File: src/rtl/i2c_disp_pkg.sv
package i2c_disp_pkg;
  localparam int ADDR_W = 12;
  localparam int SIZE_W = 3;
  localparam int N_ENT  = 7;

  typedef struct packed {
    logic [7:0]        idx;
    logic [ADDR_W-1:0] addr;
    logic [SIZE_W-1:0] size;
  } remap_t;

  localparam logic [SIZE_W-1:0] SZ_STREAM = '0;

  // compact index to wide address and size code
  localparam remap_t REMAP [N_ENT] = '{
    '{8'h00, 12'h000, 3'd1},
    '{8'h01, 12'h018, 3'd4},
    '{8'h05, 12'h024, 3'd0},
    '{8'h06, 12'hF00, 3'd4},
    '{8'h0A, 12'h014, 3'd4},
    '{8'h0E, 12'hF04, 3'd1},
    '{8'h0F, 12'hF90, 3'd0}
  };
endpackage

File: src/rtl/remap_lookup.sv
module remap_lookup
  import i2c_disp_pkg::*;
(
  input  logic [7:0]        idx,
  output logic              hit,
  output logic [ADDR_W-1:0] addr,
  output logic [SIZE_W-1:0] size
);
  logic [N_ENT-1:0] match;

  for (genvar g = 0; g < N_ENT; g++) begin : g_cmp
    assign match[g] = (idx == REMAP[g].idx);
  end

  always_comb begin
    hit  = |match;
    addr = '0;
    size = '0;
    for (int i = 0; i < N_ENT; i++) begin
      if (match[i]) begin
        addr = addr | REMAP[i].addr;
        size = size | REMAP[i].size;
      end
    end
  end
endmodule

File: src/rtl/irq_pulser.sv
module irq_pulser (
  input  logic clk,
  input  logic rst,
  input  logic fire,
  output logic irq_n
);
  always_ff @(posedge clk) begin
    if (rst) irq_n <= 1'b1;
    else     irq_n <= ~fire;
  end

  // a low cycle is only ever caused by a fire request one cycle earlier
  a_r8_low_follows_fire: assert property (@(posedge clk) disable iff (rst)
    !irq_n |-> $past(fire));
endmodule

File: src/rtl/i2c_reg_dispatch.sv
module i2c_reg_dispatch
  import i2c_disp_pkg::*;
#(
  parameter  int MAX_BYTES  = 63,
  parameter  int WORD_BYTES = 4,
  localparam int CNT_W      = $clog2(MAX_BYTES + 2),
  localparam int DATA_W     = 8 * WORD_BYTES
) (
  input  logic              clk,
  input  logic              rst,
  input  logic              rx_valid,
  input  logic [7:0]        rx_data,
  input  logic              rx_last,
  output logic              bus_valid,
  output logic              bus_write,
  output logic [ADDR_W-1:0] bus_addr,
  output logic [SIZE_W-1:0] bus_size,
  output logic [DATA_W-1:0] bus_wdata,
  output logic              host_irq_n
);
  localparam logic [CNT_W-1:0] CNT_MAX = '1;

  logic [CNT_W-1:0]  cnt_q;
  logic              hit_q;
  logic [ADDR_W-1:0] addr_q;
  logic [SIZE_W-1:0] size_q;
  logic [DATA_W-1:0] data_q, data_nx;

  logic              lk_hit;
  logic [ADDR_W-1:0] lk_addr;
  logic [SIZE_W-1:0] lk_size;

  logic              first, cur_hit, is_stream, end_hit;
  logic [ADDR_W-1:0] cur_addr;
  logic [SIZE_W-1:0] cur_size;
  logic [CNT_W:0]    total, dcnt;
  logic [CNT_W-1:0]  slot;

  remap_lookup i_lookup (
    .idx  (rx_data),
    .hit  (lk_hit),
    .addr (lk_addr),
    .size (lk_size)
  );

  always_comb begin
    first     = (cnt_q == '0);
    cur_hit   = first ? lk_hit  : hit_q;
    cur_addr  = first ? lk_addr : addr_q;
    cur_size  = first ? lk_size : size_q;
    is_stream = (cur_size == SZ_STREAM);
    total     = {1'b0, cnt_q} + {{CNT_W{1'b0}}, rx_valid};
    dcnt      = total - (CNT_W+1)'(1);
    slot      = cnt_q - CNT_W'(1);
    data_nx   = first ? '0 : data_q;
    if (rx_valid && !first && (slot < CNT_W'(WORD_BYTES)))
      data_nx[int'(slot)*8 +: 8] = rx_data;
    end_hit   = rx_last && (total != '0) && cur_hit;
  end

  always_ff @(posedge clk) begin
    if (rst) begin
      cnt_q     <= '0;
      hit_q     <= 1'b0;
      addr_q    <= '0;
      size_q    <= '0;
      data_q    <= '0;
      bus_valid <= 1'b0;
      bus_write <= 1'b0;
      bus_addr  <= '0;
      bus_size  <= '0;
      bus_wdata <= '0;
    end else begin
      bus_valid <= 1'b0;
      if (rx_valid && !first && cur_hit && is_stream) begin
        bus_valid <= 1'b1;
        bus_write <= 1'b1;
        bus_addr  <= cur_addr;
        bus_size  <= cur_size;
        bus_wdata <= DATA_W'(rx_data);
      end
      if (end_hit) begin
        if (total == (CNT_W+1)'(1)) begin
          bus_valid <= 1'b1;
          bus_write <= 1'b0;
          bus_addr  <= cur_addr;
          bus_size  <= cur_size;
          bus_wdata <= '0;
        end else if (!is_stream && dcnt == (CNT_W+1)'(cur_size)) begin
          bus_valid <= 1'b1;
          bus_write <= 1'b1;
          bus_addr  <= cur_addr;
          bus_size  <= cur_size;
          bus_wdata <= data_nx;
        end
      end
      if (rx_last) begin
        cnt_q  <= '0;
        hit_q  <= 1'b0;
        data_q <= '0;
      end else if (rx_valid) begin
        if (cnt_q != CNT_MAX) cnt_q <= cnt_q + CNT_W'(1);
        data_q <= data_nx;
        if (first) begin
          hit_q  <= lk_hit;
          addr_q <= lk_addr;
          size_q <= lk_size;
        end
      end
    end
  end

  irq_pulser i_irq (
    .clk   (clk),
    .rst   (rst),
    .fire  (end_hit),
    .irq_n (host_irq_n)
  );

  // idle outputs right after reset
  a_r1_reset_idle: assert property (@(posedge clk)
    rst |=> (!bus_valid && host_irq_n));
  // a read only appears at the end of a transaction, with the pulse
  a_r2_read_at_end: assert property (@(posedge clk) disable iff (rst)
    (bus_valid && !bus_write) |-> ($past(rx_last) && !host_irq_n));
  // only table size codes reach the bus
  a_r3_size_code: assert property (@(posedge clk) disable iff (rst)
    bus_valid |-> (bus_size == 3'd0 || bus_size == 3'd1 || bus_size == 3'd4));
  // a fixed-size write only appears at the end, with the pulse
  a_r4_fixed_at_end: assert property (@(posedge clk) disable iff (rst)
    (bus_valid && bus_write && bus_size != SZ_STREAM) |-> ($past(rx_last) && !host_irq_n));
  // a stream request carries one byte sampled in the previous cycle
  a_r6_stream_byte: assert property (@(posedge clk) disable iff (rst)
    (bus_valid && bus_write && bus_size == SZ_STREAM) |->
      ($past(rx_valid) && bus_wdata[DATA_W-1:8] == '0));
  // a pulse needs an end marker one cycle earlier
  a_r7_pulse_needs_end: assert property (@(posedge clk) disable iff (rst)
    !host_irq_n |-> $past(rx_last));
endmodule

File: config.mk
export PLATFORM = sky130hd
export DESIGN_NAME = i2c_reg_dispatch
export DESIGN_NICKNAME = d
export VERILOG_FILES = /design/src/rtl/i2c_disp_pkg.sv /design/src/rtl/remap_lookup.sv /design/src/rtl/irq_pulser.sv /design/src/rtl/i2c_reg_dispatch.sv
export SDC_FILE = /design/constraint.sdc
export NUM_CORES = 1
export LEC_CHECK = 0
export ABC_AREA = 1
export BUFFER_PORTS_ARGS = -buffer_cell sky130_fd_sc_hd__buf_2
export CAP_MARGIN = 20
export CORE_MARGIN = 3
export CORE_UTILIZATION = 27
export DETAILED_ROUTE_END_ITERATION = 12
export GPL_TIMING_DRIVEN = 0
export SETUP_SLACK_MARGIN = 0.02
export SYNTH_ARGS = -nofsm -noshare
export SYNTH_HDL_FRONTEND = slang
export SYNTH_SLANG_ARGS = --single-unit
File: constraint.sdc
create_clock -name clk -period 3.55 [get_ports clk]
set_input_delay 0.1775 -clock clk [delete_from_list [all_inputs] [get_ports clk]]
set_output_delay 0.1775 -clock clk [all_outputs]
set_load 0.02 [all_outputs]
; Word-level counts from Yosys, hierarchy flattened
; Index checks and enable logic that the tools add are counted.
[word_totals]
register_bits = 105
word_cells = 84
[classes]
add_sub_neg = 5
order_cmp = 1
eq_ne = 9
n_shift = 2
n_mux = 37
bitwise_logic = 2
n_reduce_logical = 17
[op_table]
columns = operator, n
row1 = two-way mux 32 bit, 6
row2 = two-way mux 12 bit, 8
row3 = negation 10 -> 33 bit, 1
row4 = variable shift 8 x 33 -> 32 bit (first input constant), 1
row5 = variable part select 8 x 33 -> 32 bit, 1
row6 = bitwise mux 32 bit, 1
row7 = == test 8 x 4 -> 1 bit (second input constant), 3
row8 = two-way mux 3 bit, 8
row9 = == test 8 x 1 -> 1 bit (second input constant), 2
row10 = == test 8 x 3 -> 1 bit (second input constant), 2
row11 = two-way mux 1 bit, 11
row12 = two-way mux 5 bit, 2
row13 = adder 7 x 1 -> 8 bit, 1
row14 = == test 8 x 3 -> 1 bit, 1
row15 = zero test 8 bit, 1
row16 = nonzero test 8 bit, 1
row17 = subtractor 8 x 1 -> 8 bit (second input constant), 1
row18 = adder 7 x 1 -> 7 bit (second input constant), 1
row19 = logical AND 1 bit, 7
row20 = zero test 7 bit, 1
row21 = less-than comparator 7 x 3 -> 1 bit (second input constant), 1
row22 = != test 7 bit (second input constant), 1
row23 = OR reduction 7 bit, 1
row24 = subtractor 7 x 1 -> 7 bit (second input constant), 1
row25 = other kinds (6), 9

; Logic depth before layout (Yosys ltp)
[logic_depth]
ltp_word = 13
ltp_mapped = 24
ltp_nobuf = 23

; Cells and area by module
; A second synthesis with hierarchy kept.
[unflattened]
cells_unflattened = 944
hier_area_um2 = 6033.3
[modules_own_cells]
columns = mod, n_inst, cells_each, area_per_inst_um2, seq_area_each_um2
row1 = i2c_reg_dispatch, 1, 883, 5704.2, 2082.0
row2 = remap_lookup, 1, 58, 301.5, 0.0
row3 = irq_pulser, 1, 3, 27.5, 20.0

; Worst setup path after synthesis
; OpenSTA, ideal clock, no wires.
[synth_path]
path_kind = flip-flop to flip-flop
start = reg cnt_q[0]
end = reg data_q[15]
setup_ns = 0.109
arrival_time_ns = 2.723
t_required_ns = 3.441
slack_ns = 0.719
path_stages_with_launch = 24
n_path_buf = 2
period_less_slack_ns = 2.831
cell_sequence = dfxtp_1 > buf_6 > inv_4 > ha_1 > nand2_2 > nand2_1 > inv_2 > nand2_1 > nor2_2 > nand2_1 > nor2_1 > ha_1 > nand3_1 > nor2_1 > nand2_1 > o21ai_2 > nand2_2 > nor3_4 > buf_4 > nand3_1 > nand2_1 > nand2_1 > nand2_1 > inv_1
[synth_via]
elab_chain_len = 5
[synth_rtl]
columns = element, line_no
row1 = start: declaration, i2c_reg_dispatch.sv:23  ; logic [CNT_W-1:0] cnt_q;
row2 = start signal: assignment, i2c_reg_dispatch.sv:102  ; if (cnt_q != CNT_MAX) cnt_q <= cnt_q + CNT_W'(1);
row3 = subtractor 7 x 1 -> 7 bit *, i2c_reg_dispatch.sv:54  ; slot = cnt_q - CNT_W'(1);
row4 = via slot[0], i2c_reg_dispatch.sv:37  ; logic [CNT_W-1:0] slot;
row5 = negation 10 -> 33 bit, i2c_reg_dispatch.sv:57  ; data_nx[int'(slot)*8 +: 8] = rx_data;
row6 = variable part select 8 x 33 -> 32 bit / variable shift 8 x 33 -> 32 bit (equally long branches), i2c_reg_dispatch.sv:57
row7 = bitwise mux 32 bit, i2c_reg_dispatch.sv:57
row8 = two-way mux 32 bit *, i2c_reg_dispatch.sv:56  ; if (rx_valid && !first && (slot < CNT_W'(WORD_BYTES)))
row9 = end signal: assignment, i2c_reg_dispatch.sv:103  ; data_q <= data_nx;
row10 = end: declaration, i2c_reg_dispatch.sv:27  ; logic [DATA_W-1:0] data_q, data_nx;
; The timed path passes the listed nets; every way through them passes the cells marked *.
; A chain may end at the register's enable or synchronous reset.

; Worst setup path in the final report
[layout_path]
start = reg cnt_q[0]
end = reg bus_wdata[0]
[layout_lines]
columns = element, line_no
row1 = subtractor 7 x 1 -> 7 bit *, i2c_reg_dispatch.sv:54
row2 = via slot[0], i2c_reg_dispatch.sv:37
row3 = negation 10 -> 33 bit, i2c_reg_dispatch.sv:57
row4 = variable part select 8 x 33 -> 32 bit / variable shift 8 x 33 -> 32 bit (equally long branches), i2c_reg_dispatch.sv:57
row5 = bitwise mux 32 bit, i2c_reg_dispatch.sv:57
row6 = two-way mux 32 bit *, i2c_reg_dispatch.sv:56
row7 = two-way mux 32 bit *, i2c_reg_dispatch.sv:89  ; end else if (!is_stream && dcnt == (CNT_W+1)'(cur_size)) begin
row8 = two-way mux 32 bit *, i2c_reg_dispatch.sv:83  ; if (total == (CNT_W+1)'(1)) begin
row9 = two-way mux 32 bit *, i2c_reg_dispatch.sv:82  ; if (end_hit) begin
row10 = end signal: assignment, i2c_reg_dispatch.sv:80  ; bus_wdata <= DATA_W'(rx_data);
row11 = end signal: assignment, i2c_reg_dispatch.sv:94  ; bus_wdata <= data_nx;
row12 = end: declaration, i2c_reg_dispatch.sv:18  ; output logic [DATA_W-1:0] bus_wdata,
; Marked as above.

==> run metrics <==
status finished clean; core footprint 21400 sq um; post-synthesis net count 914; Routed WL 18300 microns; share of layout cells above drive strength 1 16.7%; final instance area 6960 sq um; Max Cap Viol 0; top-count cell post-synth nand2_1; sequential area share after synthesis 35.0%; leakage power 3.04 nW; critical path type reg -> reg; Worst Setup End Kind flip-flop; CTS Buf Count 9; largest net degree at the start of global routing 16; final setup fails 0; Via-to-Cell Ratio 4.84; # DRC 0; Mean Syn Cell Area 6.72 sq um; slew margin rel. 52.5%; ant diodes 0; Ports 62; wire per inst 14.7 microns; Worst EP required 3830 ps; highest clock rate 0.316 GHz; final hold vios 0; CP max FO 10; final cycle utilization of the critical path 89.2%; DR vias 6034; Slew @ Worst Pin 706 ps; Longest Clk Path Bufs 2; first-pass GRT wire length 29200 microns; clk_lat worst skew 360 ps; Final ANT Viol Nets 0; Post-synth top cells nand2_1 (218), dfxtp_1 (105), nand3_1 (95); Clk pin slew, worst setup/hold paths 70 ps; Syn Inst Count 894; drt first-iter violations 392; final worst slack 384 ps; CTS Root Cell clkbuf_16; CTS sink count 105; H-Tree Depth 3; maximum vdd drop 215 uV; DRT Pass-1 Iters 5; Starting Density 28.0%; Post-Syn Area 6000 sq um; Slew Limit Fails 0; crit path DAT 3440 ps; Netlist cell types 49; Rows 53; RSZ-0062 raised after global routing false; vias in the first global route 5432; Die Wd 155 microns; chip height 155 microns; Syn. warnings 0; CTS hold repair buffers 0; cell area power density 368 nW/um^2; grt total ovfl 0; clk_skew 11.0 ps; TritonCTS clock tree done; hpwl dp 13900 microns; Die ar. 24100 sq um; startpoint type of the worst setup path flip-flop; area fraction of the dominant cell type after synthesis 35.0%; Main synth FF type dfxtp_1; Min Clock Period, post-route 3170 ps; GRT Total Usage 15.1%; synthesis-to-layout area growth 15.9%; fraction of registers with async set or reset after synthesis 0%; initial antenna violation count 1; Nets 986; placed cell areas 6650 sq um; FF+latch count, synth 105; GPL Wtd Cong 0.869; number of flops mapped to enable cells by yosys 0; Worst Hold Class in -> reg; largest cells by area after synthesis dfxtp_1 (35%), nand2_1 (14%), nand3_1 (7.9%); area leader, netlist dfxtp_1; Setup TNS 0 ps; worst slack at placement 246 ps; I/O Buffers 60
## path summary, 6_finish.rpt
kind	end	cells after the start	startpoint	slack (ps)
worst min-delay path	addr_q[2]	3	rx_data[2]	220
worst max-delay path	bus_wdata[0]	23	cnt_q[0]	380
worst min register to register	addr_q[0]	2	addr_q[0]	440
worst max register to register	bus_wdata[0]	23	cnt_q[0]	380
## power by group
group          internal, W  total, W  switching (W)
combinational    0.0000905  0.000322       0.000232
sequential         0.00120   0.00121      0.0000124
clock             0.000569   0.00102       0.000453
## flip-flops by register name, summed over array words and instances (netlist names)
| signal | cells |
|---|---|
| hit_q | 1 |
| cnt_q | 7 |
| data_q | 32 |
| bus_valid | 1 |
| bus_size | 3 |
| size_q | 3 |
| bus_addr | 12 |
| i_irq.irq_n | 1 |
| bus_write | 1 |
| addr_q | 12 |
| bus_wdata | 32 |
## stage by stage
| stage | instances | hold slack [ps] | util, % | power, W |
|---|---|---|---|---|
| after global routing | 1246 | 248 | 32.5 | 0.00266 |
| after detailed placement | 1229 | 431 | 31.0 | 0.00156 |
| final | 1246 | 221 | 32.5 | 0.00256 |
| after global placement | 1229 | 430 | 31.0 | 0.00156 |
| after CTS | 1245 | 207 | 32.4 | 0.00257 |
| after floorplan | 894 | 378 | - | 0.00146 |
## layer usage
layer | global-route usage, % | wire [microns] | up-vias
li1 | - | - | 3058
met3 | 3.56 | 1210 | 19
met5 | 0 | 8 | -
met1 | 21.6 | 8830 | 2771
met4 | 2.94 | 202 | 2
met2 | 23.3 | 8090 | 184
## worst max-delay path, cell delays in order, from the launching register on
cell and delay [ps]:
dfxtp_2 350, buf_6 140, inv_4 120, ha_2 260
inv_1 50, nand2_1 70, nand2_1 80, inv_2 50
nand2_1 90, nor2_2 170, nand2_1 100, nor2_1 100
ha_1 200, nand3_1 90, nor2_1 90, nand2_1 70
o21ai_2 60, nand2_2 120, nor2_8 190, nand2_2 150
buf_6 190, o21ai_2 130, nand2_1 80, a21oi_1 150
## layout by cell type (no fill, tap or decap), types with 7 or more instances in the layout
master	n
nor2_4	7
nand3_1	95
inv_1	87
a21o_1	11
nand2_1	218
o211ai_1	10
clkbuf_16	9
ha_1	7
nand4_1	16
buf_2	67
inv_2	12
nor2_2	7
dfxtp_1	103
buf_6	9
nand2_2	14
o21ai_2	9
o21ai_0	31
nor2_1	92
a21oi_1	73
clkbuf_1	27
## kinds of logic after synthesis
group                    share of synthesized area (%)
AO/OA/AOI/OAI                                     15.3
XOR/XNOR                                         0.875
adder cells (fa/ha/maj)                           1.67
buffers and inverters                             10.6
flip-flops                                        35.0
AND/OR/NAND/NOR                                   36.5
## timing repair
item,in CTS,in global routing
resized for setup,0,4
endpoints found under the setup margin,0,29
setup buffers,0,1
## cell type report
cell class,count,area (sq um)
fillers,2329,14500
multi-input cells,642,3270
flip-flops and latches,105,2100
inverters,102,385
well taps,275,344
repair buffers,61,308
plain buffers,45,256
clock buffers,14,254
clock inverters,2,37.5
Power figures use the tool's default switching activity.
